File: src/rtl/mash_pkg.sv
package mash_pkg;
  localparam int unsigned COARSE_ORD = 2;
  localparam int unsigned FINE_ORD   = 1;

  // coarse word width for an error-feedback stage of the given order
  function automatic int unsigned stage_yw(input int unsigned ord);
    return ord + 2;
  endfunction
endpackage

File: src/rtl/mash_ef_stage.sv
module mash_ef_stage #(
  parameter int unsigned IN_W    = 16,
  parameter int unsigned STEP_SH = 15,
  parameter int unsigned ORDER   = 2,
  parameter int unsigned Y_W     = 4
) (
  input  logic                       clk_i,
  input  logic                       rst_ni,
  input  logic                       valid_i,
  input  logic signed [IN_W-1:0]     x_i,
  output logic                       valid_o,
  output logic signed [Y_W-1:0]      y_o,
  output logic        [STEP_SH-1:0]  err_o
);
  localparam int unsigned U_W = IN_W + 3;

  logic signed [U_W-1:0]   x_ext, u_w, y_w;
  logic        [STEP_SH-1:0] e_w;
  logic        [STEP_SH-1:0] hist_q [ORDER];
  logic signed [Y_W-1:0]   y_q;
  logic                    v_q;

  assign x_ext = U_W'(x_i);

  // u = x - sum a_k q[n-k], with q = -e (error stored as discarded low part)
  if (ORDER == 1) begin : g_ord1
    assign u_w = x_ext + U_W'($signed({1'b0, hist_q[0]}));
  end else begin : g_ord2
    assign u_w = x_ext + (U_W'($signed({1'b0, hist_q[0]})) <<< 1)
                       - U_W'($signed({1'b0, hist_q[1]}));
  end

  assign y_w = u_w >>> STEP_SH;
  assign e_w = u_w[STEP_SH-1:0];

  always_ff @(posedge clk_i or negedge rst_ni) begin
    if (!rst_ni) begin
      for (int k = 0; k < int'(ORDER); k++) hist_q[k] <= '0;
      y_q <= '0;
      v_q <= 1'b0;
    end else begin
      v_q <= valid_i;
      if (valid_i) begin
        hist_q[0] <= e_w;
        for (int k = 1; k < int'(ORDER); k++) hist_q[k] <= hist_q[k-1];
        y_q <= y_w[Y_W-1:0];
      end
    end
  end

  assign valid_o = v_q;
  assign y_o     = y_q;
  assign err_o   = hist_q[0];

  AST_NO_OVERFLOW: assert property (@(posedge clk_i) disable iff (!rst_ni)
    valid_i |-> ($signed(y_w) == $signed(y_w[Y_W-1:0])));

  AST_HIST_HOLD: assert property (@(posedge clk_i) disable iff (!rst_ni)
    !valid_i |=> $stable(hist_q[0]));

  AST_Y_HOLD: assert property (@(posedge clk_i) disable iff (!rst_ni)
    !valid_i |=> $stable(y_q));
endmodule

File: src/rtl/mash_cancel.sv
module mash_cancel #(
  parameter int unsigned A_W   = 4,
  parameter int unsigned B_W   = 3,
  parameter int unsigned OUT_W = 4
) (
  input  logic                     clk_i,
  input  logic                     rst_ni,
  input  logic                     valid_i,
  input  logic signed [A_W-1:0]    a_i,
  input  logic signed [B_W-1:0]    b_i,
  output logic                     valid_o,
  output logic signed [OUT_W-1:0]  out_o
);
  localparam int unsigned S_W = ((A_W > B_W + 2) ? A_W : B_W + 2) + 1;

  logic signed [B_W-1:0]   bp_q;
  logic signed [S_W-1:0]   d1p_q;
  logic signed [S_W-1:0]   d1_w, d2_w, sum_w;
  logic signed [OUT_W-1:0] out_q;
  logic                    v_q;

  // two cascaded first differences: (1 - z^-1)^2
  assign d1_w  = S_W'(b_i) - S_W'(bp_q);
  assign d2_w  = d1_w - d1p_q;
  assign sum_w = S_W'(a_i) + d2_w;

  always_ff @(posedge clk_i or negedge rst_ni) begin
    if (!rst_ni) begin
      bp_q  <= '0;
      d1p_q <= '0;
      out_q <= '0;
      v_q   <= 1'b0;
    end else begin
      v_q <= valid_i;
      if (valid_i) begin
        bp_q  <= b_i;
        d1p_q <= d1_w;
        out_q <= sum_w[OUT_W-1:0];
      end
    end
  end

  assign valid_o = v_q;
  assign out_o   = out_q;

  AST_SUM_FITS: assert property (@(posedge clk_i) disable iff (!rst_ni)
    valid_i |-> ($signed(sum_w) == $signed(sum_w[OUT_W-1:0])));

  AST_OUT_HOLD: assert property (@(posedge clk_i) disable iff (!rst_ni)
    !valid_i |=> $stable(out_q));
endmodule

File: src/rtl/mash_shaper.sv
module mash_shaper
  import mash_pkg::*;
#(
  parameter int unsigned DIN_W = 16,
  parameter int unsigned OUT_W = 4
) (
  input  logic              clk_i,
  input  logic              rst_ni,
  input  logic              valid_i,
  input  logic [DIN_W-1:0]  data_i,
  output logic              valid_o,
  output logic [OUT_W-1:0]  data_o
);
  localparam int unsigned STEP_SH = DIN_W - 1;
  localparam int unsigned Y1_W    = stage_yw(COARSE_ORD);
  localparam int unsigned Y2_W    = stage_yw(FINE_ORD);
  localparam int          OUT_LIM = (1 << COARSE_ORD) + (1 << COARSE_ORD) - 4;

  logic                      v1, v2, v3;
  logic signed [Y1_W-1:0]    y1, y1_d;
  logic signed [Y2_W-1:0]    y2;
  logic        [STEP_SH-1:0] e1, e2;
  logic signed [OUT_W-1:0]   out_w;

  mash_ef_stage #(
    .IN_W(DIN_W), .STEP_SH(STEP_SH), .ORDER(COARSE_ORD), .Y_W(Y1_W)
  ) u_coarse (
    .clk_i(clk_i), .rst_ni(rst_ni), .valid_i(valid_i), .x_i($signed(data_i)),
    .valid_o(v1), .y_o(y1), .err_o(e1)
  );

  mash_ef_stage #(
    .IN_W(DIN_W), .STEP_SH(STEP_SH), .ORDER(FINE_ORD), .Y_W(Y2_W)
  ) u_fine (
    .clk_i(clk_i), .rst_ni(rst_ni), .valid_i(v1), .x_i($signed({1'b0, e1})),
    .valid_o(v2), .y_o(y2), .err_o(e2)
  );

  // align coarse word with the fine stage's register
  always_ff @(posedge clk_i or negedge rst_ni) begin
    if (!rst_ni)  y1_d <= '0;
    else if (v1)  y1_d <= y1;
  end

  mash_cancel #(
    .A_W(Y1_W), .B_W(Y2_W), .OUT_W(OUT_W)
  ) u_cancel (
    .clk_i(clk_i), .rst_ni(rst_ni), .valid_i(v2), .a_i(y1_d), .b_i(y2),
    .valid_o(v3), .out_o(out_w)
  );

  assign valid_o = v3;
  assign data_o  = out_w;

  AST_LAT_HI: assert property (@(posedge clk_i) disable iff (!rst_ni)
    valid_i |-> ##3 valid_o);

  AST_LAT_LO: assert property (@(posedge clk_i) disable iff (!rst_ni)
    !valid_i |-> ##3 !valid_o);

  AST_OUT_RANGE: assert property (@(posedge clk_i) disable iff (!rst_ni)
    valid_o |-> ($signed(data_o) >= -OUT_LIM && $signed(data_o) <= OUT_LIM));

  AST_FINE_NONNEG: assert property (@(posedge clk_i) disable iff (!rst_ni)
    v2 |-> ($signed(y2) >= 0));
endmodule

File: config.mk
export PLATFORM = sky130hd
export DESIGN_NAME = mash_shaper
export DESIGN_NICKNAME = d
export VERILOG_FILES = /design/src/rtl/mash_pkg.sv /design/src/rtl/mash_ef_stage.sv /design/src/rtl/mash_cancel.sv /design/src/rtl/mash_shaper.sv
export SDC_FILE = /design/constraint.sdc
export NUM_CORES = 1
export LEC_CHECK = 0
export ABC_AREA = 1
export BUFFER_PORTS_ARGS = -buffer_cell sky130_fd_sc_hd__buf_2
export CORE_ASPECT_RATIO = 1.1
export CORE_MARGIN = 3
export CORE_UTILIZATION = 38
export CTS_CLUSTER_SIZE = 8
export DETAILED_ROUTE_END_ITERATION = 12
export PLACE_DENSITY = 0.62
export SLEW_MARGIN = 20
export SYNTH_ARGS = -nofsm -noshare
export SYNTH_HDL_FRONTEND = slang
export SYNTH_SLANG_ARGS = --single-unit
export TNS_END_PERCENT = 5
File: constraint.sdc
create_clock -name clk_i -period 5.8 [get_ports clk_i]
set_input_delay 0.29 -clock clk_i [delete_from_list [all_inputs] [get_ports clk_i]]
set_output_delay 0.29 -clock clk_i [all_outputs]
set_load 0.02 [all_outputs]
==> impl_metrics.sql <==
INSERT INTO impl_metrics (metric_group, metric, value, unit) VALUES
('floorplanning', 'starting_density_of_the_core', '39.4', '%'),
('critical_path', 'r2r-end', 'u_coarse.err_o[14]', ''),
('timing', 'rsz_0062_raised_after_global_routing', 'false', ''),
('cts', 'cts-root-to-sink-buffers', '2', ''),
('floorplanning', 'fp.dieArea', '14000', 'µm²'),
('critical_path', 'rr_startpoint', 'u_coarse.err_o[0]', ''),
('global_route', 'gr-usage-all-layers', '16.2', '%'),
('timing', 'finalMaxSlewViolations', '0', ''),
('critical_path', 'critical_path.endpoint', 'u_coarse.err_o[14]', ''),
('critical_path', 'max_stage_delay', '0.43', 'ns'),
('hold_path', 'timing.hold.worst.class', 'primary input to async pin', ''),
('cts', 'h-tree-depth', '3', ''),
('drt', 'drt_iter0_markers', '174', ''),
('drt', 'drcViolationCount', '0', ''),
('cts', 'cts.clk_slew.worst_paths', '0.05', 'ns'),
('cts', 'cell_chosen_for_the_clock_root', 'sky130_fd_sc_hd__clkbuf_16', ''),
('status', 'status', 'finished clean', ''),
('critical_path', 'slowest_stage', 'sky130_fd_sc_hd__fa_1', ''),
('cts', 'cts_setup_buffers', '0', ''),
('place', 'numPortBuffers', '23', ''),
('timing', 'setup_tns', '0', 'ns'),
('timing', 'fin_worst_skew', '0.00535', 'ns'),
('global_route', 'vias_in_the_first_global_route', '4016', ''),
('timing', 'hold_violations', '0', ''),
('synth', 'ys_types', '34', ''),
('synth', 'yosysWarningCount', '0', ''),
('cts', 'cts_made_buffers', '9', ''),
('floorplanning', 'die_width', '113', 'µm'),
('critical_path', 'crit_path_start_kind', 'flop', ''),
('critical_path', 'timing.critical_path.from', 'u_coarse.err_o[0]', ''),
('layout', 'nNetsFinal', '735', ''),
('critical_path', 'critPathRequiredTime', '6.02', 'ns'),
('critical_path', 'end_kind', 'flop', ''),
('floorplanning', 'io-pin-count', '24', ''),
('critical_path', 'critPathArrivalTime', '3.38', 'ns'),
('flow_run', 'maxCapViolations', '0', ''),
('drt', 'first_pass_iteration_count_of_the_detailed_router', '5', ''),
('layout', 'synthToLayoutAreaGrowth', '11.6', '%'),
('synth', 'synth_async_sr_flop_share', '100', '%'),
('cts', 'cts_num_sinks', '64', ''),
('layout', 'n_fill_cell', '1232', ''),
('critical_path', 'timing.reg2reg.setup_slack', '2.64', 'ns'),
('critical_path', 'crit_path_cell_trace', 'ha_1 > inv_1 > fa_1 > o21bai_1 > nand2_1 > nand2_1 > xor2_1 > ha_1 > a21o_1 > a21boi_1 > nand3_1 > a21o_1 > or2_1 > nand3_1 > nand2_1', ''),
('layout', 'finalInstanceArea', '5330', 'µm²'),
('timing', 'achievable-frequency', '0.316', 'GHz'),
('timing', 'worst_slew_pin_slew', '0.821', 'ns'),
('drt', 'postRouteAntennaNets', '0', ''),
('cts', 'cts_tree', 'built', ''),
('timing', 'final.min_clock_period', '3.16', 'ns'),
('synth', 'synth_top_cell_by_area', 'sky130_fd_sc_hd__dfrtp_1', ''),
('timing', 'final_min_period_over_clock_period', '54.5', '%'),
('critical_path', 'path_max_fanout', '4', ''),
('layout', 'antenna_cells_inserted', '0', ''),
('critical_path', 'worstRegToRegCells', '15', ''),
('synth', 'avgSynthCellArea', '7.52', 'µm²'),
('cts', 'cts.repair.resized', '0', ''),
('place', 'weighted_congestion_at_the_end_of_routability_driven_global_placement', '0.866', ''),
('place', 'detailedPlacementHpwl', '8.10', 'mm'),
('timing', 'setup_viol', '0', ''),
('synth', 'netlist.area_leader.share', '33.5', '%'),
('synth', 'synth_area_leaders', 'sky130_fd_sc_hd__dfrtp_1 34%, sky130_fd_sc_hd__nand2_1 15%, sky130_fd_sc_hd__ha_1 13%, sky130_fd_sc_hd__inv_1 6.7%, sky130_fd_sc_hd__o21ai_0 5.4%', ''),
('drt', 'post_drt_via_cell_ratio', '4.88', ''),
('floorplanning', 'dieHeight', '124', 'µm'),
('synth', 'commonest_register_cell_after_synthesis', 'sky130_fd_sc_hd__dfrtp_1', ''),
('synth', 'mappedNetlistNets', '711', ''),
('layout', 'drive_above_1_share', '7.24', '%'),
('layout', 'final-seq-area', '1600', 'µm²'),
('synth', 'netlist_area', '4780', 'µm²'),
('timing', 'worst_slew_margin_rel', '45.2', '%'),
('global_route', 'antenna_violations_before_repair', '0', ''),
('drt', 'drt-wirelength-per-cell', '12.6', 'µm');
[synth_stat cells (2+ instances only)]
master	count
sky130_fd_sc_hd__nand2_1	185
sky130_fd_sc_hd__inv_1	85
sky130_fd_sc_hd__dfrtp_1	64
sky130_fd_sc_hd__o21ai_0	52
sky130_fd_sc_hd__ha_1	51
sky130_fd_sc_hd__a21oi_1	37
sky130_fd_sc_hd__nor2_1	33
sky130_fd_sc_hd__nand3_1	27
sky130_fd_sc_hd__xnor2_1	17
sky130_fd_sc_hd__xor2_1	15
sky130_fd_sc_hd__clkbuf_1	10
sky130_fd_sc_hd__o21bai_1	7
sky130_fd_sc_hd__a31oi_1	6
sky130_fd_sc_hd__fa_1	6
sky130_fd_sc_hd__a21o_1	4
sky130_fd_sc_hd__nand2_2	4
sky130_fd_sc_hd__nor3_1	4
sky130_fd_sc_hd__or2_1	4
sky130_fd_sc_hd__a21boi_1	3
sky130_fd_sc_hd__o31ai_1	3
sky130_fd_sc_hd__a22oi_1	2
sky130_fd_sc_hd__nand3_2	2
sky130_fd_sc_hd__nand4_1	2
sky130_fd_sc_hd__o21ai_1	2
[registers in the layout (all words and copies together) (netlist names)]
register / flops
u_coarse.err_o: 15
u_coarse.hist_q: 15
u_fine.err_o: 15
u_cancel.out_o: 4
u_coarse.y_o: 4
y1_d: 4
u_cancel.d1p_q: 2
u_cancel.bp_q: 1
u_cancel.valid_o: 1
u_coarse.valid_o: 1
u_fine.valid_o: 1
u_fine.y_o: 1
[critical path, delay by kind of cell (launching register included)]
| kind | cells | cell delay, ns |
|---|---|---|
| flip-flops | 1 | 0.40 |
| XOR/XNOR | 1 | 0.17 |
| buffers and inverters | 1 | 0.06 |
| AO/OA/AOI/OAI | 4 | 0.79 |
| adder cells (fa/ha/maj) | 3 | 0.93 |
| AND/OR/NAND/NOR | 6 | 0.70 |
[cells by family after synthesis]
group	synth area share [%]
adders and majority gates	15.9
DFF	33.5
buffers and inverters	7.62
and+or+nand+nor	23.4
AOI/OAI and AO/OA	13.7
xor gates and xnor gates	5.87
[routing by layer]
metal,GRT usage (%),vias to the layer above,part of all wire (%)
li1,-,2107,-
met1,21.2,1793,49
met2,27.1,69,46
met3,2.48,14,2.8
met4,6.24,0,1.9
met5,0,-,0
[area by class of cell]
class	instances	area share [%]
clock buffer	13	5.07
clock inverter	2	0.258
inverter	85	5.98
multi-input combinational	475	52.7
sequential	64	30.0
tap	154	3.61
timing repair buffer	24	2.30
[layout by cell type, fill, tap and decap left out, types with 2 or more instances in the layout]
| cell | instances |
|---|---|
| sky130_fd_sc_hd__o21ai_1 | 2 |
| sky130_fd_sc_hd__o21ai_0 | 52 |
| sky130_fd_sc_hd__inv_1 | 85 |
| sky130_fd_sc_hd__nand3_1 | 27 |
| sky130_fd_sc_hd__a31oi_1 | 6 |
| sky130_fd_sc_hd__nor3_1 | 4 |
| sky130_fd_sc_hd__o21bai_1 | 7 |
| sky130_fd_sc_hd__nand3_2 | 2 |
| sky130_fd_sc_hd__buf_2 | 23 |
| sky130_fd_sc_hd__nand4_1 | 2 |
| sky130_fd_sc_hd__ha_1 | 51 |
| sky130_fd_sc_hd__nand2_2 | 4 |
| sky130_fd_sc_hd__a21o_1 | 4 |
| sky130_fd_sc_hd__a21boi_1 | 3 |
| sky130_fd_sc_hd__nor2_1 | 33 |
| sky130_fd_sc_hd__o31ai_1 | 3 |
| sky130_fd_sc_hd__a22oi_1 | 2 |
| sky130_fd_sc_hd__or2_1 | 4 |
| sky130_fd_sc_hd__nand2_1 | 185 |
| sky130_fd_sc_hd__dfrtp_1 | 64 |
| sky130_fd_sc_hd__fa_1 | 6 |
| sky130_fd_sc_hd__xnor2_1 | 17 |
| sky130_fd_sc_hd__xor2_1 | 15 |
| sky130_fd_sc_hd__clkbuf_16 | 9 |
| sky130_fd_sc_hd__a21oi_1 | 37 |
| sky130_fd_sc_hd__clkbuf_8 | 3 |
[how the worst min path moves through the flow]
stage / startpoint / endpoint / slack (ns) / depth (start not counted)
after floorplan: rst_ni / u_cancel.bp_q[0] / -0.006 / 0
after global placement: u_fine.valid_o / u_cancel.valid_o / 0.39 / 0
after detailed placement: u_fine.valid_o / u_cancel.valid_o / 0.39 / 0
after CTS: rst_ni / u_coarse.hist_q[0] / 0.18 / 2
after global routing: rst_ni / u_coarse.hist_q[1] / 0.23 / 2
final: rst_ni / u_fine.err_o[0] / 0.12 / 2
[metrics by stage]
step           hold slack [ns]  worst slack [ns]  util, %  std cells
3_3_place_gp             0.387              2.73     41.6        802
6_report                 0.123              2.64     43.9        817
2_1_floorplan         -0.00559              3.00        -        635
4_1_cts                  0.181              2.62     43.9        817
3_5_place_dp             0.386              2.63     41.6        802
5_1_grt                  0.228              2.33     43.9        817
Power is not shown: default switching activity piles up to over one toggle a cycle in this logic, so the estimate is an artifact.
